### config.mk
export PLATFORM = sky130hd
export DESIGN_NAME = stat_silo_reader
export DESIGN_NICKNAME = d
export VERILOG_FILES = /design/src/rtl/silo_pkg.sv /design/src/rtl/silo_ptr.sv /design/src/rtl/silo_hdr_fmt.sv /design/src/rtl/silo_queue.sv /design/src/rtl/stat_silo_reader.sv
export SDC_FILE = /design/constraint.sdc
export NUM_CORES = 1
export LEC_CHECK = 0
export ABC_CLOCK_PERIOD_IN_PS = 2600
export BUFFER_PORTS_ARGS = -buffer_cell sky130_fd_sc_hd__buf_4
export CAP_MARGIN = 20
export CORE_MARGIN = 8
export CORE_UTILIZATION = 55
export CTS_BUF_LIST = sky130_fd_sc_hd__clkbuf_16
export DETAILED_ROUTE_END_ITERATION = 10
export HOLD_SLACK_MARGIN = 0.12
export PLACE_DENSITY = 0.78
export REMOVE_ABC_BUFFERS = 1
export SLEW_MARGIN = 20
export SYNTH_ARGS = -nofsm -noshare
export SYNTH_HDL_FRONTEND = slang
export SYNTH_HIERARCHICAL = 1
export SYNTH_SLANG_ARGS = --single-unit
### constraint.sdc
create_clock -name clk -period 2.6 [get_ports clk]
set_clock_uncertainty 0.15 [all_clocks]
set_input_delay 0.39 -clock clk [delete_from_list [all_inputs] [get_ports clk]]
set_output_delay 0.39 -clock clk [all_outputs]
set_load 0.02 [all_outputs]
### src/rtl/silo_pkg.sv
package silo_pkg;
  typedef enum logic {SIDE_LO = 1'b0, SIDE_HI = 1'b1} side_e;
endpackage

### src/rtl/silo_ptr.sv
module silo_ptr
  import silo_pkg::*;
(
  input  logic  clk,
  input  logic  rst,
  input  logic  clr,
  input  logic  adv,
  output side_e side_q
);
  always_ff @(posedge clk) begin
    if (rst || clr)
      side_q <= SIDE_LO;
    else if (adv)
      side_q <= (side_q == SIDE_HI) ? SIDE_LO : SIDE_HI;
  end

  a_r1_ptr_reset: assert property (@(posedge clk) disable iff (rst)
    $fell(rst) |-> side_q == SIDE_LO);
  a_r5_cmd_clears: assert property (@(posedge clk) disable iff (rst)
    clr |=> side_q == SIDE_LO);
  a_r2_toggle: assert property (@(posedge clk) disable iff (rst)
    (adv && !clr) |=> side_q != $past(side_q));
endmodule

### src/rtl/silo_hdr_fmt.sv
module silo_hdr_fmt #(
  parameter int ENTRY_W = 16,
  parameter int CYL_W   = 9,
  parameter int SECT_W  = 6
) (
  input  logic [CYL_W-1:0]   cyl,
  input  logic               head,
  input  logic [SECT_W-1:0]  sect,
  output logic [ENTRY_W-1:0] word
);
  localparam int TRK_W = CYL_W + 1;
  localparam int RAW_W = TRK_W + SECT_W;

  logic [TRK_W-1:0] trk;
  assign trk = {cyl, head};   // cylinder*2 + head

  generate
    if (RAW_W == ENTRY_W) begin : g_exact
      assign word = {trk, sect};
    end else begin : g_pad
      assign word = {{(ENTRY_W-RAW_W){1'b0}}, trk, sect};
    end
  endgenerate

  initial assert (RAW_W <= ENTRY_W) else $error("header fields exceed entry width");
endmodule

### src/rtl/silo_queue.sv
module silo_queue #(
  parameter int DEPTH   = 3,
  parameter int ENTRY_W = 16
) (
  input  logic               clk,
  input  logic               rst,
  input  logic               ld_all,
  input  logic [ENTRY_W-1:0] all_word,
  input  logic               ld_head,
  input  logic [ENTRY_W-1:0] head_word,
  input  logic               shift,
  output logic [ENTRY_W-1:0] head_q
);
  localparam int LAST = DEPTH - 1;

  logic [DEPTH-1:0][ENTRY_W-1:0] ent_q, ent_d;

  always_comb begin
    ent_d = ent_q;
    if (ld_all) begin
      for (int i = 0; i < DEPTH; i++) ent_d[i] = all_word;
    end else if (ld_head) begin
      for (int i = 0; i < DEPTH; i++) ent_d[i] = '0;
      ent_d[0] = head_word;
    end else if (shift) begin
      for (int i = 0; i < LAST; i++) ent_d[i] = ent_q[i+1];
    end
  end

  always_ff @(posedge clk) begin
    if (rst) ent_q <= '0;
    else     ent_q <= ent_d;
  end

  assign head_q = ent_q[0];

  generate
    for (genvar g = 0; g < DEPTH; g++) begin : g_chk
      a_r1_entry_reset: assert property (@(posedge clk) disable iff (rst)
        $fell(rst) |-> ent_q[g] == '0);
      a_r6_load_all: assert property (@(posedge clk) disable iff (rst)
        ld_all |=> ent_q[g] == $past(all_word));
      a_r4_hold: assert property (@(posedge clk) disable iff (rst)
        (!ld_all && !ld_head && !shift) |=> $stable(ent_q[g]));
      if (g == 0) begin : g_front
        a_r7_head_load: assert property (@(posedge clk) disable iff (rst)
          (ld_head && !ld_all) |=> ent_q[0] == $past(head_word));
      end else begin : g_back
        a_r7_tail_zero: assert property (@(posedge clk) disable iff (rst)
          (ld_head && !ld_all) |=> ent_q[g] == '0);
      end
      if (g < LAST) begin : g_move
        a_r3_ripple: assert property (@(posedge clk) disable iff (rst)
          (shift && !ld_all && !ld_head) |=> ent_q[g] == $past(ent_q[g+1]));
      end else begin : g_keep
        a_r3_tail_keep: assert property (@(posedge clk) disable iff (rst)
          (shift && !ld_all && !ld_head) |=> $stable(ent_q[g]));
      end
    end
  endgenerate
endmodule

### src/rtl/stat_silo_reader.sv
module stat_silo_reader
  import silo_pkg::*;
#(
  parameter int DEPTH   = 3,
  parameter int BYTE_W  = 8,
  parameter int CYL_W   = 9,
  parameter int SECT_W  = 6
) (
  input  logic                clk,
  input  logic                rst,
  input  logic                cmd_wr,
  input  logic                stat_load,
  input  logic [2*BYTE_W-1:0] stat_word,
  input  logic                hdr_load,
  input  logic [CYL_W-1:0]    hdr_cyl,
  input  logic                hdr_head,
  input  logic [SECT_W-1:0]   hdr_sect,
  input  logic                rd_stb,
  output logic [BYTE_W-1:0]   rd_byte
);
  localparam int ENTRY_W = 2 * BYTE_W;

  side_e              side_q;
  logic               accept, shift;
  logic [ENTRY_W-1:0] hdr_word, head_q;

  assign accept = rd_stb && !stat_load && !hdr_load && !cmd_wr;
  assign shift  = accept && (side_q == SIDE_HI);

  silo_hdr_fmt #(.ENTRY_W(ENTRY_W), .CYL_W(CYL_W), .SECT_W(SECT_W)) u_fmt (
    .cyl (hdr_cyl), .head(hdr_head), .sect(hdr_sect), .word(hdr_word)
  );

  silo_ptr u_ptr (
    .clk(clk), .rst(rst), .clr(cmd_wr), .adv(accept), .side_q(side_q)
  );

  silo_queue #(.DEPTH(DEPTH), .ENTRY_W(ENTRY_W)) u_q (
    .clk(clk), .rst(rst),
    .ld_all(stat_load), .all_word(stat_word),
    .ld_head(hdr_load), .head_word(hdr_word),
    .shift(shift), .head_q(head_q)
  );

  always_ff @(posedge clk) begin
    if (rst)
      rd_byte <= '0;
    else if (accept)
      rd_byte <= (side_q == SIDE_HI) ? head_q[ENTRY_W-1 -: BYTE_W] : head_q[BYTE_W-1:0];
  end

  a_r1_byte_reset: assert property (@(posedge clk) disable iff (rst)
    $fell(rst) |-> rd_byte == '0);
  a_r8_strobe_blocked: assert property (@(posedge clk) disable iff (rst)
    (rd_stb && (stat_load || hdr_load || cmd_wr)) |=> $stable(rd_byte));
  a_r8_load_keeps_side: assert property (@(posedge clk) disable iff (rst)
    ((stat_load || hdr_load) && !cmd_wr) |=> $stable(side_q));
  a_r2_idle_hold: assert property (@(posedge clk) disable iff (rst)
    !rd_stb |=> $stable(rd_byte));
endmodule

==> results of run 1 <==
## cells in the final DEF (no fill, tap or decap)
cell type,count
nor2_1,72
dfxtp_1,57
buf_4,50
a211oi_1,30
inv_1,19
nand2_1,16
a221o_1,16
a21boi_0,16
a211oi_2,10
clkbuf_16,9
mux2i_1,8
clkinv_1,2
nor4b_4,1
and2_1,1
dlygate4sd3_1,1
xnor2_1,1
nor3_2,1
or3_4,1
nor2_2,1
## routing by layer
layer	vias to the layer above	part of all wire [%]
li1	1023	-
met1	966	42
met2	47	51
met3	6	5.9
met4	0	1.5
met5	-	0
## worst paths after layout
kind	startpoint	end	slack (ns)	depth (start not counted)
setup / recovery	cmd_wr	u_q/head_q[15]$_SDFFE_PP0P_	0.33	7
hold / removal	stat_word[6]	u_q/head_q[6]$_SDFFE_PP0P_	0.21	3
setup reg to reg	u_ptr/side_q$_SDFFE_PP0P_	u_q/ent_q[24]$_SDFFE_PP0P_	0.78	5
hold reg to reg	u_q/head_q[0]$_SDFFE_PP0P_	u_q/head_q[0]$_SDFFE_PP0P_	0.34	2
## layout make-up
cell class | count | area [µm²]
clock buffers | 9 | 225
clock inverters | 5 | 18.8
fillers | 416 | 1690
inverters | 16 | 60.1
multi-input cells | 174 | 1110
flip-flops and latches | 57 | 1140
well taps | 54 | 67.6
repair buffers | 51 | 385
## worst min-delay path, stage by stage
cell,delay [ns]
buf_4,0.11
nand2_1,0.07
a211oi_1,0.06
## sequential cells by signal, summed over array words and instances, names as in the netlist
signal	cells
u_q/ent_q	32
u_q/head_q	16
rd_byte	8
u_ptr/side_q	1
## report_power, final
| part | switching, W | total, W | leakage (nW) | internal, W |
|---|---|---|---|---|
| Combinational | 0.000122 | 0.000228 | 0.712 | 0.000106 |
| Sequential | 0.0000215 | 0.000949 | 0.470 | 0.000928 |
| Clock | 0.000348 | 0.000960 | 0.130 | 0.000612 |
| Total | 0.000492 | 0.00214 | 1.31 | 0.00165 |
## cells in the mapped netlist
cell       n  area (µm²)
a21boi_0  16         120
and2_1     1        6.26
nand2_1   16        60.1
buf_4     32         240
buf_1      1        3.75
inv_1     16        60.1
buf_6      3        33.8
clkbuf_1  11        41.3
nor2_2     1        6.26
nor4b_4    1        23.8
a221o_1   16         160
clkbuf_2   1        5.00
nor2_1    72         270
or3_4      1        11.3
dfxtp_1   57        1140
nor3_2     1        10.0
a211oi_1  30         225
buf_2      8        40.0
xnor2_1    1        8.76
mux2i_1    8        80.1
a211oi_2  10         125
## per-stage QoR
stage          power [W]  setup WS, ns  instance area (µm²)
5_1_grt          0.00224         0.206                 3010
4_1_cts          0.00216         0.311                 3010
2_1_floorplan    0.00108         0.134                 2310
3_5_place_dp     0.00119         0.498                 2750
6_report         0.00214         0.326                 3010
3_3_place_gp     0.00118         0.502                 2750
## cells by family (layout without fill, tap and decap cells)
family                    count (synthesis)  after routing  synth area share (%)
DFF                                      57             57                  42.7
xor gates and xnor gates                  1              1                 0.328
muxes                                     8              8                  3.00
buffers and inverters                    72             81                  15.9
and+or+nand+nor                          93             93                  14.5
AOI/OAI and AO/OA                        72             72                  23.6
## what timing repair did
item | CTS | global route
resized for setup | 0 | 0
hold endpoints to repair | 1 | 0
hold buffers | 1 | 0
==> results.json, run 1 <==
{
  "largest_net_degree_at_the_start_of_global_routing": 58,
  "drt-initial-drc-count": 180,
  "synthDistinctLibCells": 21,
  "worstPathBufferInverterCount": 2,
  "die_height_um": 85.7,
  "cts.htree.levels": 3,
  "synth.cell_area_mm2": 0.00267,
  "post-place-cells": 351,
  "critical-path-slowest-cell": "dlygate4sd3_1",
  "tightest_slew_ns": 0.661,
  "instances_no_fill": 366,
  "power-per-cell-area_mw_per_mm2": 711,
  "critPathMaxFanout": 48,
  "setup-tns-final_ns": 0,
  "critical_path.endpoint_type": "flop",
  "critical-path-max-stage-delay_ns": 0.53,
  "placeableCoreArea_mm2": 0.00469,
  "syn_area_per_cell_um2": 8.82,
  "use_met3_pct": 7.83,
  "grt_antenna_before_repair": 0,
  "nets": 347,
  "grt_overflow": 0,
  "synth-warning-count": 6,
  "areaGrowthSynthToFinish_pct": 12.5,
  "critPathTopFamily": "simple AND/OR/NAND/NOR gates",
  "diodes": 0,
  "final_layout_size_suffix_gt1_share_pct": 23.4,
  "detail-route-antenna-nets": 0,
  "buffer_ports.inserted": 45,
  "start_util_pct": 57.0,
  "required_ns": 2.67,
  "clock-sinks": 57,
  "cp_cell_sequence": "dlygate4sd3_1 > buf_4 > nor4b_4 > and2_1 > or3_4 > nor2_1 > a211oi_1",
  "clockRootBuffer": "clkbuf_16",
  "worst_ir_drop_vdd_mv": 0.491,
  "final_hold_viol_count": 0,
  "post_cts_setup_repair_buffer_count": 0,
  "slew-limit-headroom_pct": 55.9,
  "leakagePower_nw": 1.31,
  "wirelength_um": 5550,
  "seq_area_frac_synth_pct": 42.7,
  "maxCapViolations": 0,
  "layer_carrying_the_most_global_route_usage": "met2",
  "rows": 25,
  "timing.setup.critical_path_class": "input pin to flop",
  "grt_pass1_wl_um": 9170,
  "die_width_um": 85.7,
  "design.portCount": 46,
  "fin_crit_sh_pct": 87.5,
  "numCtsBuffers": 9,
  "detail_route.vias_per_cell": 5.58,
  "groute.layer.met1.usage_pct": 15.9,
  "grt_util_all_layers_pct": 15.9,
  "worst_hold_margin_ns": 0.208,
  "dieArea_mm2": 0.00735,
  "cts-root-to-sink-buffers": 2,
  "tritonroute_pass_1_iters": 4,
  "finish.utilization_pct": 64.1,
  "setup_viol": 0,
  "setup_repair_after_global_routing_missed_its_margin": "no",
  "wl_per_cell_um": 15.2,
  "fmax_mhz": 440,
  "finalCriticalPeriod_ns": 2.27,
  "cp-start-kind": "input pin",
  "clk-insertion-delay-late_ns": 0.32,
  "hold_path_class": "input pin to flop",
  "cts_tree": "done",
  "clock_transition_at_the_register_clock_pins_on_the_worst_setup_and_hold_paths_after_cts_ns": 0.05,
  "synthesis.instances": 303,
  "gr-usage-met2_pct": 27.9,
  "routabilityCongestion": 0.725,
  "drc": 0,
  "run_status": "complete, no violations",
  "max_slew_violation_count": 0,
  "worst-endpoint-arrival_ns": 2.34,
  "vias_in_the_first_global_route": 2029,
  "post_dp_hpwl_um": 3440,
  "synth-seq-cells": 57,
  "vias": 2042
}
(Power assumes the default switching activity.)
==> run 2: changes to the inputs <==
- RECOVER_POWER: unset -> 100
==> run 2 against run 1 <==
- worst setup slack worse by 0.025 ns
- clock-buffer cell count unchanged
- clock power about the same
- maximum frequency down 1.1%
- via count about the same
- critical path type unchanged
==> results.json, run 2 (synthesized netlist as in run 1, its figures left out) <==
{
  "diodes": 0,
  "grt_antenna_before_repair": 0,
  "setup_viol": 0,
  "fin_crit_sh_pct": 88.4,
  "worst_r2r_start": "u_ptr/side_q$_SDFFE_PP0P_",
  "final_hold_viol_count": 0,
  "vias": 2044,
  "cts.repair.resized": 0,
  "setup_repair_after_global_routing_missed_its_margin": "no",
  "design.portCount": 46,
  "post_dp_hpwl_um": 3440,
  "cp-start-kind": "input pin",
  "hold_path.startpoint": "stat_word[6]",
  "setup.reg_to_reg.worst_slack_ns": 0.79,
  "areaGrowthSynthToFinish_pct": 9.88,
  "tightest_slew_ns": 1.02,
  "wirelength_um": 5590,
  "worst_hold_path.num_cells": 3,
  "required_ns": 2.67,
  "maxCapViolations": 0,
  "buffer_ports.inserted": 45,
  "worst_hold_margin_ns": 0.207,
  "dieArea_mm2": 0.00735,
  "clock-sinks": 57,
  "min_delay_worst_endpoint": "u_q/head_q[6]$_SDFFE_PP0P_",
  "placeableCoreArea_mm2": 0.00469,
  "largest_register_ffs": 32,
  "die_width_um": 85.7,
  "worstRegToRegCells": 5,
  "final-seq-area_mm2": 0.00114,
  "die_height_um": 85.7,
  "power-per-cell-area_mw_per_mm2": 726,
  "clockRootBuffer": "clkbuf_16",
  "instances_no_fill": 366,
  "worst_ir_drop_vdd_mv": 0.481,
  "largest_register": "u_q/ent_q",
  "multiInputGateArea_mm2": 0.00108,
  "detail-route-antenna-nets": 0,
  "numCtsBuffers": 9,
  "leakagePower_nw": 1.26,
  "critical_path.endpoint_type": "flop",
  "start_util_pct": 57.0,
  "final_layout_size_suffix_gt1_share_pct": 17.9,
  "cts-root-to-sink-buffers": 2,
  "most-common-layout-cells": "73 x nor2_1, 57 x dfxtp_1, 39 x buf_4, 35 x a211oi_1, 19 x inv_1",
  "timing.setup.critical_path_class": "input pin to flop",
  "fmax_mhz": 435,
  "grt_pass1_wl_um": 9170,
  "drc": 0,
  "worst-endpoint-arrival_ns": 2.37,
  "vias_in_the_first_global_route": 2029,
  "routabilityCongestion": 0.725,
  "least_setup_slack_across_all_paths_after_layout_ns": 0.300,
  "run_status": "complete, no violations",
  "placement.setup.worst_slack_ns": 0.498,
  "wl_per_cell_um": 15.3,
  "grt_util_all_layers_pct": 15.9,
  "critPathMaxFanout": 48,
  "max_slew_violation_count": 0,
  "final.fill_count": 432,
  "largest_net_degree_at_the_start_of_global_routing": 58,
  "grt_overflow": 0,
  "drt-initial-drc-count": 151,
  "rows": 25,
  "finalCriticalPeriod_ns": 2.30,
  "tritonroute_pass_1_iters": 4,
  "detail_route.vias_per_cell": 5.58,
  "design_power_total_w": 0.00213,
  "nets": 347,
  "cts_tree": "done",
  "clock_transition_at_the_register_clock_pins_on_the_worst_setup_and_hold_paths_after_cts_ns": 0.05,
  "clk-insertion-delay-late_ns": 0.32,
  "hold_path_class": "input pin to flop",
  "final_common_cell": "nor2_1",
  "setup-tns-final_ns": 0,
  "rr_endpoint": "u_q/head_q[15]$_SDFFE_PP0P_",
  "slew-limit-headroom_pct": 31.8,
  "cts.htree.levels": 3,
  "post-place-cells": 351
}
[run 2: cell count changes in the layout (fill, tap and decap cells not counted), moves of 5 or more]
cell / previous run / this run
a211oi_1: 30 / 35
a211oi_2: 10 / 5
buf_4: 50 / 39
clkbuf_1: 0 / 11
[run 2: power breakdown]
| part | internal, W | switching (W) | total, W |
|---|---|---|---|
| Combinational | 0.0000988 | 0.000119 | 0.000218 |
| Clock | 0.000612 | 0.000351 | 0.000963 |
| Sequential | 0.000928 | 0.0000214 | 0.000949 |
| Total | 0.00164 | 0.000492 | 0.00213 |
[run 2: worst max-delay path, stage by stage]
cell and delay, ns:
dlygate4sd3_1 0.53, clkbuf_1 0.15, nor4b_4 0.25, and2_0 0.19, or3_4 0.47, nor2_1 0.11
a211oi_1 0.26
[run 2: per-stage QoR]
step                      util (%)  area, µm²
after floorplan                  -       2310
after CTS                     64.1       3010
final                         62.6       2940
after global placement        58.6       2750
after detailed placement      58.6       2750
after global routing          62.6       2940
[run 2: per-layer routing]
| metal | GRT usage (%) | vias to the layer above | share of wire [%] |
|---|---|---|---|
| met5 | 0 | - | 0 |
| met4 | 5.73 | 0 | 1.8 |
| met3 | 7.83 | 8 | 6.4 |
| met2 | 27.9 | 57 | 50 |
| met1 | 15.9 | 956 | 42 |
| li1 | - | 1023 | - |
[run 2: layout make-up]
cell class	count	area share, %
Clock inverter	5	0.639
Multi-Input combinational cell	174	36.8
Clock buffer	9	7.67
Inverter	16	2.05
Timing Repair Buffer	51	11.7
Tap cell	54	2.30
Sequential cell	57	38.9
[run 2: repair_timing]
item	in CTS	in global routing
hold buffers	1	0
endpoints found under the hold margin	1	0
buffers inserted	0	0
setup endpoints to repair	0	0
[run 2: how the worst max path moves through the flow]
stage | depth (start not counted) | slack, ns | from | end
floorplan | 5 | 0.13 | stat_load | u_q/ent_q[21]$_SDFFE_PP0P_
global placement | 5 | 0.50 | stat_load | u_q/ent_q[29]$_SDFFE_PP0P_
detailed placement | 5 | 0.50 | stat_load | u_q/ent_q[23]$_SDFFE_PP0P_
CTS | 7 | 0.31 | cmd_wr | u_q/head_q[15]$_SDFFE_PP0P_
global route | 6 | 0.15 | cmd_wr | rd_byte[0]$_SDFFE_PP0P_
finish | 7 | 0.30 | cmd_wr | u_q/head_q[15]$_SDFFE_PP0P_
